==> config.mk <==
export PLATFORM = sky130hd
export DESIGN_NAME = tap_ctrl
export DESIGN_NICKNAME = d
export VERILOG_FILES = /design/src/rtl/tap_pkg.sv /design/src/rtl/tap_fsm.sv /design/src/rtl/tap_ir.sv /design/src/rtl/tap_dr.sv /design/src/rtl/tap_ctrl.sv
export SDC_FILE = /design/constraint.sdc
export NUM_CORES = 1
export LEC_CHECK = 0
export ABC_CLOCK_PERIOD_IN_PS = 2700
export BUFFER_PORTS_ARGS = -buffer_cell sky130_fd_sc_hd__buf_2
export CAP_MARGIN = 25
export CORE_ASPECT_RATIO = 0.7
export CORE_MARGIN = 2
export CORE_UTILIZATION = 50
export CTS_CLUSTER_SIZE = 8
export DETAILED_ROUTE_END_ITERATION = 12
export PLACE_DENSITY = 0.68
export SLEW_MARGIN = 20
export SYNTH_ARGS = -nofsm -noshare
export SYNTH_HDL_FRONTEND = slang
export SYNTH_HIERARCHICAL = 1
export SYNTH_SLANG_ARGS = --single-unit
==> constraint.sdc <==
create_clock -name tck_i -period 2.7 [get_ports tck_i]
set_input_delay 0.54 -clock tck_i [delete_from_list [all_inputs] [get_ports tck_i]]
set_output_delay 0.54 -clock tck_i [all_outputs]
set_load 0.005 [all_outputs]
==> src/rtl/tap_pkg.sv <==
package tap_pkg;
  localparam int unsigned IR_W = 16;
  localparam int unsigned ID_W = 32;

  localparam logic [IR_W-1:0] OP_EXTEST  = 16'h0000;
  localparam logic [IR_W-1:0] OP_SAMPLE  = 16'h0002;
  localparam logic [IR_W-1:0] OP_IDCODE  = 16'h0004;
  localparam logic [IR_W-1:0] OP_BYPASS  = 16'hFFFF;
  localparam logic [IR_W-1:0] IR_CAPTURE = 16'h0001;

  typedef enum logic [3:0] {
    ST_TLR, ST_RTI,
    ST_SEL_DR, ST_CAP_DR, ST_SH_DR, ST_EX1_DR, ST_PAU_DR, ST_EX2_DR, ST_UPD_DR,
    ST_SEL_IR, ST_CAP_IR, ST_SH_IR, ST_EX1_IR, ST_PAU_IR, ST_EX2_IR, ST_UPD_IR
  } tap_state_e;

  typedef enum logic [1:0] {
    PATH_BOUNDARY, PATH_BYPASS, PATH_IDENT
  } dr_path_e;
endpackage

==> src/rtl/tap_fsm.sv <==
module tap_fsm
  import tap_pkg::*;
(
  input  logic       tck_i,
  input  logic       rst_ni,
  input  logic       tms_i,
  output tap_state_e state_o
);
  tap_state_e state_q, state_d;

  always_comb begin
    state_d = state_q;
    unique case (state_q)
      ST_TLR:    state_d = tms_i ? ST_TLR    : ST_RTI;
      ST_RTI:    state_d = tms_i ? ST_SEL_DR : ST_RTI;
      ST_SEL_DR: state_d = tms_i ? ST_SEL_IR : ST_CAP_DR;
      ST_CAP_DR: state_d = tms_i ? ST_EX1_DR : ST_SH_DR;
      ST_SH_DR:  state_d = tms_i ? ST_EX1_DR : ST_SH_DR;
      ST_EX1_DR: state_d = tms_i ? ST_UPD_DR : ST_PAU_DR;
      ST_PAU_DR: state_d = tms_i ? ST_EX2_DR : ST_PAU_DR;
      ST_EX2_DR: state_d = tms_i ? ST_UPD_DR : ST_SH_DR;
      ST_UPD_DR: state_d = tms_i ? ST_SEL_DR : ST_RTI;
      ST_SEL_IR: state_d = tms_i ? ST_TLR    : ST_CAP_IR;
      ST_CAP_IR: state_d = tms_i ? ST_EX1_IR : ST_SH_IR;
      ST_SH_IR:  state_d = tms_i ? ST_EX1_IR : ST_SH_IR;
      ST_EX1_IR: state_d = tms_i ? ST_UPD_IR : ST_PAU_IR;
      ST_PAU_IR: state_d = tms_i ? ST_EX2_IR : ST_PAU_IR;
      ST_EX2_IR: state_d = tms_i ? ST_UPD_IR : ST_SH_IR;
      ST_UPD_IR: state_d = tms_i ? ST_SEL_DR : ST_RTI;
      default:   state_d = ST_TLR;
    endcase
  end

  always_ff @(posedge tck_i or negedge rst_ni) begin
    if (!rst_ni) state_q <= ST_TLR;
    else         state_q <= state_d;
  end

  assign state_o = state_q;
endmodule

==> src/rtl/tap_ir.sv <==
module tap_ir
  import tap_pkg::*;
#(
  parameter int unsigned IrWidth = IR_W
) (
  input  logic               tck_i,
  input  logic               rst_ni,
  input  tap_state_e         state_i,
  input  logic               tdi_i,
  output logic [IrWidth-1:0] sr_o,
  output logic [IrWidth-1:0] active_o,
  output dr_path_e           path_o,
  output logic               extest_o
);
  logic [IrWidth-1:0] sr_q, active_q;

  always_ff @(posedge tck_i or negedge rst_ni) begin
    if (!rst_ni) begin
      sr_q     <= IR_CAPTURE;
      active_q <= OP_IDCODE;
    end else begin
      if (state_i == ST_CAP_IR)     sr_q <= IR_CAPTURE;
      else if (state_i == ST_SH_IR) sr_q <= {tdi_i, sr_q[IrWidth-1:1]};

      if (state_i == ST_TLR)        active_q <= OP_IDCODE;
      else if (state_i == ST_UPD_IR) active_q <= sr_q;
    end
  end

  // unknown opcodes fall through to bypass
  always_comb begin
    path_o   = PATH_BYPASS;
    extest_o = 1'b0;
    if (active_q == OP_EXTEST) begin
      path_o   = PATH_BOUNDARY;
      extest_o = 1'b1;
    end else if (active_q == OP_SAMPLE) begin
      path_o = PATH_BOUNDARY;
    end else if (active_q == OP_IDCODE) begin
      path_o = PATH_IDENT;
    end
  end

  assign sr_o     = sr_q;
  assign active_o = active_q;
endmodule

==> src/rtl/tap_dr.sv <==
module tap_dr
  import tap_pkg::*;
#(
  parameter logic [3:0]  Version = 4'h0,
  parameter logic [15:0] PartNum = 16'h0006,
  parameter logic [10:0] MfrCode = 11'b00100100001
) (
  input  logic       tck_i,
  input  logic       rst_ni,
  input  tap_state_e state_i,
  input  logic       tdi_i,
  output logic       byp_o,
  output logic       id_o
);
  localparam logic [ID_W-1:0] IdWord = {Version, PartNum, MfrCode, 1'b1};

  logic            byp_q;
  logic [ID_W-1:0] id_q;

  always_ff @(posedge tck_i or negedge rst_ni) begin
    if (!rst_ni) begin
      byp_q <= 1'b0;
      id_q  <= IdWord;
    end else if (state_i == ST_CAP_DR) begin
      byp_q <= 1'b0;
      id_q  <= IdWord;
    end else if (state_i == ST_SH_DR) begin
      byp_q <= tdi_i;
      id_q  <= {tdi_i, id_q[ID_W-1:1]};
    end
  end

  assign byp_o = byp_q;
  assign id_o  = id_q[0];
endmodule

==> src/rtl/tap_ctrl.sv <==
module tap_ctrl
  import tap_pkg::*;
#(
  parameter logic [3:0]  Version = 4'h0,
  parameter logic [15:0] PartNum = 16'h0006,
  parameter logic [10:0] MfrCode = 11'b00100100001
) (
  input  logic tck_i,
  input  logic rst_ni,
  input  logic tms_i,
  input  logic tdi_i,
  output logic tdo_o,
  output logic tdo_en_o,
  input  logic bsr_tdo_i,
  output logic bsr_capture_o,
  output logic bsr_shift_o,
  output logic bsr_update_o,
  output logic bsr_mode_o
);
  tap_state_e       state_q;
  logic [IR_W-1:0]  ir_sr, ir_active;
  dr_path_e         path;
  logic             extest;
  logic             byp_q, id_bit;
  logic             tdo_d, tdo_q, en_q;
  logic             bsr_sel;

  tap_fsm u_fsm (
    .tck_i  (tck_i),
    .rst_ni (rst_ni),
    .tms_i  (tms_i),
    .state_o(state_q)
  );

  tap_ir #(.IrWidth(IR_W)) u_ir (
    .tck_i   (tck_i),
    .rst_ni  (rst_ni),
    .state_i (state_q),
    .tdi_i   (tdi_i),
    .sr_o    (ir_sr),
    .active_o(ir_active),
    .path_o  (path),
    .extest_o(extest)
  );

  tap_dr #(.Version(Version), .PartNum(PartNum), .MfrCode(MfrCode)) u_dr (
    .tck_i  (tck_i),
    .rst_ni (rst_ni),
    .state_i(state_q),
    .tdi_i  (tdi_i),
    .byp_o  (byp_q),
    .id_o   (id_bit)
  );

  assign bsr_sel = (path == PATH_BOUNDARY);

  always_comb begin
    unique case (path)
      PATH_BOUNDARY: tdo_d = bsr_tdo_i;
      PATH_IDENT:    tdo_d = id_bit;
      default:       tdo_d = byp_q;
    endcase
    if (state_q == ST_SH_IR) tdo_d = ir_sr[0];
  end

  always_ff @(negedge tck_i or negedge rst_ni) begin
    if (!rst_ni) begin
      tdo_q <= 1'b0;
      en_q  <= 1'b0;
    end else begin
      tdo_q <= tdo_d;
      en_q  <= (state_q == ST_SH_IR) || (state_q == ST_SH_DR);
    end
  end

  assign tdo_o         = tdo_q;
  assign tdo_en_o      = en_q;
  assign bsr_capture_o = bsr_sel && (state_q == ST_CAP_DR);
  assign bsr_shift_o   = bsr_sel && (state_q == ST_SH_DR);
  assign bsr_update_o  = bsr_sel && (state_q == ST_UPD_DR);
  assign bsr_mode_o    = extest;
endmodule

# After elaboration in Yosys (flattened, before gate mapping)
# Cells that the tools add are included.
word_totals:
  regBits: 71
  latchBits: 0
  mem_bits_rw: 0
  romBits: 0
  in_bits: 5
  output_inout_bits: 6
  wordCells: 65
  mem_count: 0
classes:
  add_sub_neg: 0
  mul: 0
  n_div: 0
  magnitude_cmp: 0
  eq_ne: 18
  shifts: 0
  muxes: 27
  n_bitwise: 0
  n_reduce_logical: 13
ops:
  columns: ["op", "count"]
  rows:
  - ["$mux W16", 4]
  - ["$mux W32", 2]
  - ["$pmux W4 S12", 1]
  - ["$eq A4 B4 Y1 const B", 8]
  - ["$eq A16 B2 Y1 const B", 1]
  - ["$eq A16 B3 Y1 const B", 1]
  - ["$eq A4 B3 Y1 const B", 4]
  - ["$logic_not A16 Y1", 1]
  - ["$mux W4", 4]
  - ["$mux W2", 6]
  - ["$eq A4 B2 Y1 const B", 2]
  - ["$mux W1", 7]
  - ["$mux W3", 2]
  - ["$reduce_bool A2 Y1", 3]
  - ["$eq A4 B1 Y1 const B", 1]
  - ["$logic_not A4 Y1", 1]
  - ["$reduce_or A2 Y1", 2]
  - ["$logic_and A1 B1 Y1", 3]
  - ["$reduce_or A3 Y1", 1]
  - ["$eq A2 B2 Y1 const B", 1]
  - ["$logic_not A2 Y1", 1]
  - ["$pmux W1 S2", 1]
  - ["$logic_or A1 B1 Y1", 1]

# Longest topological paths before layout
# Gate-level depths: netlist of run 1.
depth:
  ltp_word: 7
  depth_mapped: 6
  mapped_depth_nobuf: 6

# Modules after synthesis
# Netlist of run 1, hierarchy kept.
by_module_without_submodules:
  columns: ["mod", "n_inst", "cells_per_inst", "area_per_inst_um2", "seq_area_each_um2"]
  rows:
  - ["tap_dr", 1, 147, 1445.1, 808.3]
  - ["tap_ir", 1, 118, 1311.3, 803.3]
  - ["tap_fsm", 1, 37, 314.1, 100.1]
  - ["tap_ctrl", 1, 15, 136.4, 50.0]

==> out/results.ini, run 1 <==
[grt]
overflow=0
grt_util_all_layers_pct=20.1
antenna_found_initial=0
grt_pass1_vias=2291
grt_pass1_wl_um=11100
grt_max_degree=62

[final_layout]
multiInputGateArea_um2=1300
area_delta_synth_final_pct=13.2
finalInstanceArea_um2=3630
num-nets-final=341
final_cell_count_no_fill=419
final_util_pct=58.4
diodes=0
layout_commonest_cell=nand2_1
seq_area_um2=1760
drive_gt1_share_pct=21.1
fillers=534
final_cell_mix=nand2_1, dfrtp_1, a21oi_1

[timing]
slew_headroom_pct=42.8
hold_viol_final=0
worst_slack_ps=-449
fin_skew_ps=13.5
tightest_slew_ps=858
drv_slew=0
setup_violations=3
grt_setup_unrepaired=true
finalSetupTns_ps=-455

[drt]
route.detailed.drc=0
wire_per_inst_um=15.0
routed_via_density=5.61
postRouteAntennaNets=0
drt_iter0_drc=87
wl_um=6280
num_vias=2352
firstDrtPassIters=4

[clock_tree]
htreeDepth=3
root_buffer=clkbuf_8
insertion_delay_ps=340
clockBufferDepth=2
path_clk_slew_ps=70
cts_tree=yes
cts_sinks=70
cts_buffers=9

[floorplan]
start_util_pct=51.6
die_y_um=71.0
die_w_um=99.7
dieArea_um2=7080
core_um2=6220
io_pins=11
num_rows=24

[logic_synthesis]
ys_warn_count=6
syn_area_per_cell_um2=10.1
synth_flop_cell=dfrtp_1
synth-seq-cells=70
synth.cell_area_um2=3210
async_flop_share_pct=100
yosysUniqueCellTypes=47
synth_edf_count=0
synthesis.instances=317
ys_seq_area_share_pct=54.9
synth_nets=322

[flow_run]
max_cap_viol_count=0

[place]
place.detailed.hpwl_um=3690
gp_congestion=0.751
dpl.cell_count=400
io_buffer_count=10
placed_area_um2=3330

[critical_path]
critPathKind=register to register
cp-start-kind=register
crit_slowest_cell=dfrtp_1
crit_required_ps=1530
worst-path-max-fanout=2
path_delay_family=simple AND/OR/NAND/NOR gates
crit_chain=nor4_2 > nand4_1 > nor3b_2 > mux2_4 > mux2i_1 > o21ai_1
regToRegStartpoint=u_ir/active_o[4]$_DFFE_PN0P_
max_stage_delay_ps=390
crit_arrival_ps=1980
crit_buf_inv=0
cp-end-kind=register
critPathLaunch=u_ir/active_o[4]$_DFFE_PN0P_

[pwr]
peakVddDrop_mv=0.709
leakage_nw=1.62
p_total_mw=4.45
power_density_nw_per_um2=1230

[status]
violations=negative setup slack
status=finished, violations left

[worst_hold_path]
hp-class=input port to async pin

layer usage:
layer | global-route usage [%] | up-vias | wire (um) | part of all wire, %
li1 | - | 1184 | - | -
met1 | 28.7 | 1117 | 3160 | 50
met2 | 28.6 | 43 | 2750 | 44
met3 | 7.11 | 8 | 296 | 4.7
met4 | 6.85 | 0 | 65 | 1.0
met5 | 0 | - | 0 | 0
state kept, by name (all words and copies together) (netlist names):
signal,cells
u_dr/id_q,31
u_ir/active_o,16
u_ir/sr_o,16
u_fsm/state_o,4
tdo_en_o,1
tdo_o,1
u_dr/byp_o,1
cell families after synthesis:
group | synth area share [%]
AOI/OAI and AO/OA | 21.4
buffers and inverters | 5.70
DFF | 54.9
and+or+nand+nor | 17.3
muxes | 0.663
timing repair:
action,in CTS,in global routing
gates resized for setup,12,3
gates cloned,0,0
hold buffers,0,0
buffers inserted,10,1
endpoints found under the hold margin,0,0
setup endpoints to repair,4,6
pin swaps,4,5
metrics by stage:
stage	hold slack [ps]	worst slack [ps]
2_1_floorplan	244	-374
3_3_place_gp	405	-436
3_5_place_dp	408	-525
4_1_cts	27.4	-509
5_1_grt	26.1	-591
6_report	35.2	-449
final timing paths:
| path | to | slack [ps] | cells after the start |
|---|---|---|---|
| worst max-delay path | tdo_o$_DFF_NN0_ | -450 | 6 |
| worst min-delay path | u_ir/sr_o[4]$_DFFE_PN0P_ | 40 | 1 |
| worst max register to register | tdo_o$_DFF_NN0_ | -450 | 6 |
| worst min register to register | u_ir/active_o[2]$_DFFE_PN1P_ | 510 | 2 |
| max in group asynchronous | tdo_o$_DFF_NN0_ | 1200 | 1 |
| min in group tck_i | u_ir/sr_o[15]$_DFFE_PN0P_ | 470 | 3 |
cell usage after synthesis (2+ instances only):
cell / instances / area [um2]
dfrtn_1: 2 / 50.1
buf_2: 3 / 15.0
nand2_1: 67 / 251
clkbuf_1: 10 / 37.5
nand2b_1: 2 / 12.5
a22oi_1: 6 / 45.0
nand3b_1: 3 / 22.5
buf_6: 8 / 90.1
a21oi_1: 32 / 160
dfstp_2: 8 / 210
nor3_1: 5 / 25.0
and2b_2: 2 / 17.5
or3b_1: 2 / 17.5
nor2_1: 3 / 11.3
o22ai_1: 26 / 163
o21ai_0: 25 / 125
a22o_1: 15 / 131
nor4_1: 5 / 31.3
dfrtp_1: 60 / 1500
nor3b_1: 3 / 22.5
buf_4: 2 / 15.0
inv_1: 3 / 11.3
power breakdown:
group	total, mW	internal (mW)	switching, mW
registers	1.62	1.40	0.221
logic	1.86	0.801	1.06
clock network	0.972	0.595	0.377
worst reg2reg max path, delay by kind of cell (launching register included):
kind	cells	cell delay [ps]
AOI/OAI and AO/OA	1	70
DFF	1	390
muxes	2	460
and+or+nand+nor	3	720
cell type report:
cell class	instances	share of cell area [%]
sequential	70	48.5
clock inverter	3	1.79
timing repair buffer	32	6.14
clock buffer	13	4.65
tap	78	2.69
multi-input combinational	220	35.9
inverter	3	0.310
Note: power is estimated with default switching activity, not from simulation.
==> run 2: changes to the inputs <==
--- a/config.mk
+++ b/config.mk
@@ -9,7 +9,6 @@
 export BUFFER_PORTS_ARGS = -buffer_cell sky130_fd_sc_hd__buf_2
 export CAP_MARGIN = 25
 export CORE_ASPECT_RATIO = 0.7
-export CORE_MARGIN = 2
 export CORE_UTILIZATION = 50
 export CTS_CLUSTER_SIZE = 8
 export DETAILED_ROUTE_END_ITERATION = 12
==> run 2 against run 1 <==
The run ends with design-rule violations, negative setup slack left. Clock skew increased by 5.5 ps. Sequential share of layout area decreased by 0.15 points. Sequential cell count unchanged. Die area decreased by 4.8%. Non-clock buffer count increased by 1. Final cell count increased by 0.24%. Combinational power about the same. Register-to-register slack got worse by 60 ps. Clock power decreased by 2%. Design area increased by 0.31%. Critical endpoint unchanged. Largest power group unchanged. Highest routed layer unchanged.
==> out/results.ini, run 2 (same netlist as run 1, synthesis figures left out) <==
[timing]
setup_violations=6  ; +3
slew_headroom_pct=42.0  ; -0.78 points
hold_viol_final=0  ; unchanged
drv_slew=0  ; unchanged
tightest_slew_ps=869  ; +11.8 ps
worst_slack_ps=-512  ; -63.1 ps
fin_skew_ps=19.0  ; +5.52 ps
finalSetupTns_ps=-666  ; -211 ps
grt_setup_unrepaired=true

[critical_path]
cp-start-kind=register
critPathKind=register to register
r2r_cells=6  ; unchanged
crit_arrival_ps=2050  ; +70 ps
worst-path-max-fanout=2  ; unchanged
cp-end-kind=register
critPathLaunch=u_ir/active_o[15]$_DFFE_PN0P_
crit_required_ps=1530  ; about the same
regToRegStartpoint=u_ir/active_o[15]$_DFFE_PN0P_

[drt]
num_vias=2407  ; +2.3%
firstDrtPassIters=8  ; +4
drt_iter0_drc=180  ; +110%
wl_um=6320  ; +0.57%
routed_via_density=5.73  ; +2.1%
route.detailed.drc=3  ; +3
postRouteAntennaNets=0  ; unchanged
wire_per_inst_um=15.0  ; +0.33%

[final_layout]
layout_commonest_cell=nand2_1
largest_reg_flops=31  ; unchanged
area_delta_synth_final_pct=13.5
final_cell_mix=nand2_1, dfrtp_1, a21oi_1
final_util_pct=58.6  ; +0.18 points
num-nets-final=342  ; +0.29%
diodes=0  ; unchanged
regMostFlops=u_dr/id_q
drive_gt1_share_pct=21.3  ; +0.23 points

[pwr]
p_clk_share_pct=21.4  ; -0.4 points
p_seq_share_pct=36.6  ; +0.2 points
switching_power_mw=1.74  ; +5.0%
power_density_nw_per_um2=1220  ; -0.18%
switching_share_pct=39.1  ; +1.8 points
intPower_mw=2.72  ; -2.8%
p_comb_share_pct=42.1  ; +0.3 points
peakVddDrop_mv=0.594  ; -16%
leakage_nw=1.62  ; -0.22%

[clock_tree]
cts_buffers=9  ; unchanged
cts_sinks=70  ; unchanged
cts_tree=yes
root_buffer=clkbuf_8
insertion_delay_ps=350  ; about the same
path_clk_slew_ps=80  ; about the same
clockBufferDepth=2  ; unchanged
htreeDepth=3  ; unchanged

[grt]
overflow=0  ; unchanged
grt_pass1_wl_um=10800  ; -2.2%
grt_max_degree=52  ; -16%
grt_pass1_vias=2292  ; +0.044%
grt_util_all_layers_pct=20.5  ; +0.47 points
antenna_found_initial=0  ; unchanged

[floorplan]
die_w_um=97.7  ; -2.0%
core_um2=6220  ; unchanged
dieArea_um2=6740  ; -4.8%
die_y_um=69.0  ; -2.8%
num_rows=24  ; unchanged
io_pins=11  ; unchanged
start_util_pct=51.6  ; unchanged

[place]
io_buffer_count=10  ; unchanged
gp_congestion=0.754  ; +0.31%
place.detailed.hpwl_um=3790  ; +2.7%

[status]
violations=design-rule violations, negative setup slack
status=finished, violations left

[flow_run]
max_cap_viol_count=0  ; unchanged

[worst_hold_path]
hp-class=input port to async pin

[run 2: changes by cell type in the layout (fill, tap and decap cells not counted), moves of 2 or more]
cell      before  now
buf_4         20   23
buf_6          2    0
nor4_2         5    2
inv_6          0    4
clkbuf_8      12    9
nor4_4         1    3
[run 2: what timing repair did]
item,in CTS,in global routing
cloned,0,0
gates resized for setup,1,7
buffers inserted,0,3
hold buffers,0,0
endpoints found under the setup margin,6,6
hold endpoints to repair,0,0
pin swaps,0,4
[run 2: critical path: stages, from the launching register on]
cell     delay (ps)
dfrtp_1         410
nor4_4          300
nand4_1         180
nor3b_2         270
mux2_1          340
mux2i_1         130
o21ai_1          70
[run 2: cell type report]
class	instances	area (um2)
clock buffers	9	124
clock inverters	7	103
fillers	534	2570
multi-input cells	220	1320
well taps	78	97.6
repair buffers	33	223
inverters	3	11.3
flip-flops and latches	70	1760
[run 2: final timing paths]
path                                                      to  slack, ps
worst max-delay path                         tdo_o$_DFF_NN0_       -510
worst max register to register               tdo_o$_DFF_NN0_       -510
worst min-delay path            u_ir/active_o[9]$_DFFE_PN0P_        270
worst min register to register      u_ir/sr_o[0]$_DFFE_PN1P_        500
min in group tck_i                u_fsm/state_o[0]$_DFF_PN0_        450
max in group asynchronous                    tdo_o$_DFF_NN0_       1320
[run 2: stage by stage]
step	std cells	worst slack (ps)	cell area [um2]	power, mW	hold WS [ps]
3_5_place_dp	402	-517	3350	3.36	487
6_report	420	-512	3640	4.46	271
3_3_place_gp	402	-456	3350	3.29	486
5_1_grt	420	-661	3640	4.80	314
2_1_floorplan	317	-374	3210	2.94	244
4_1_cts	418	-492	3580	4.32	276
[run 2: routing by layer]
layer | track usage (%) | share of wire [%]
met1 | 28.5 | 50
met2 | 30.3 | 45
met3 | 5.88 | 3.8
met4 | 8.59 | 1.6
met5 | 0 | 0
[run 2: power by group through the flow]
stage	logic, mW	registers (mW)	clock network, mW
6_report	1.88	1.63	0.952
5_1_grt	2.11	1.67	1.02
4_1_cts	1.73	1.62	0.973
3_5_place_dp	1.72	1.63	0
3_3_place_gp	1.67	1.62	0
2_1_floorplan	1.29	1.65	0
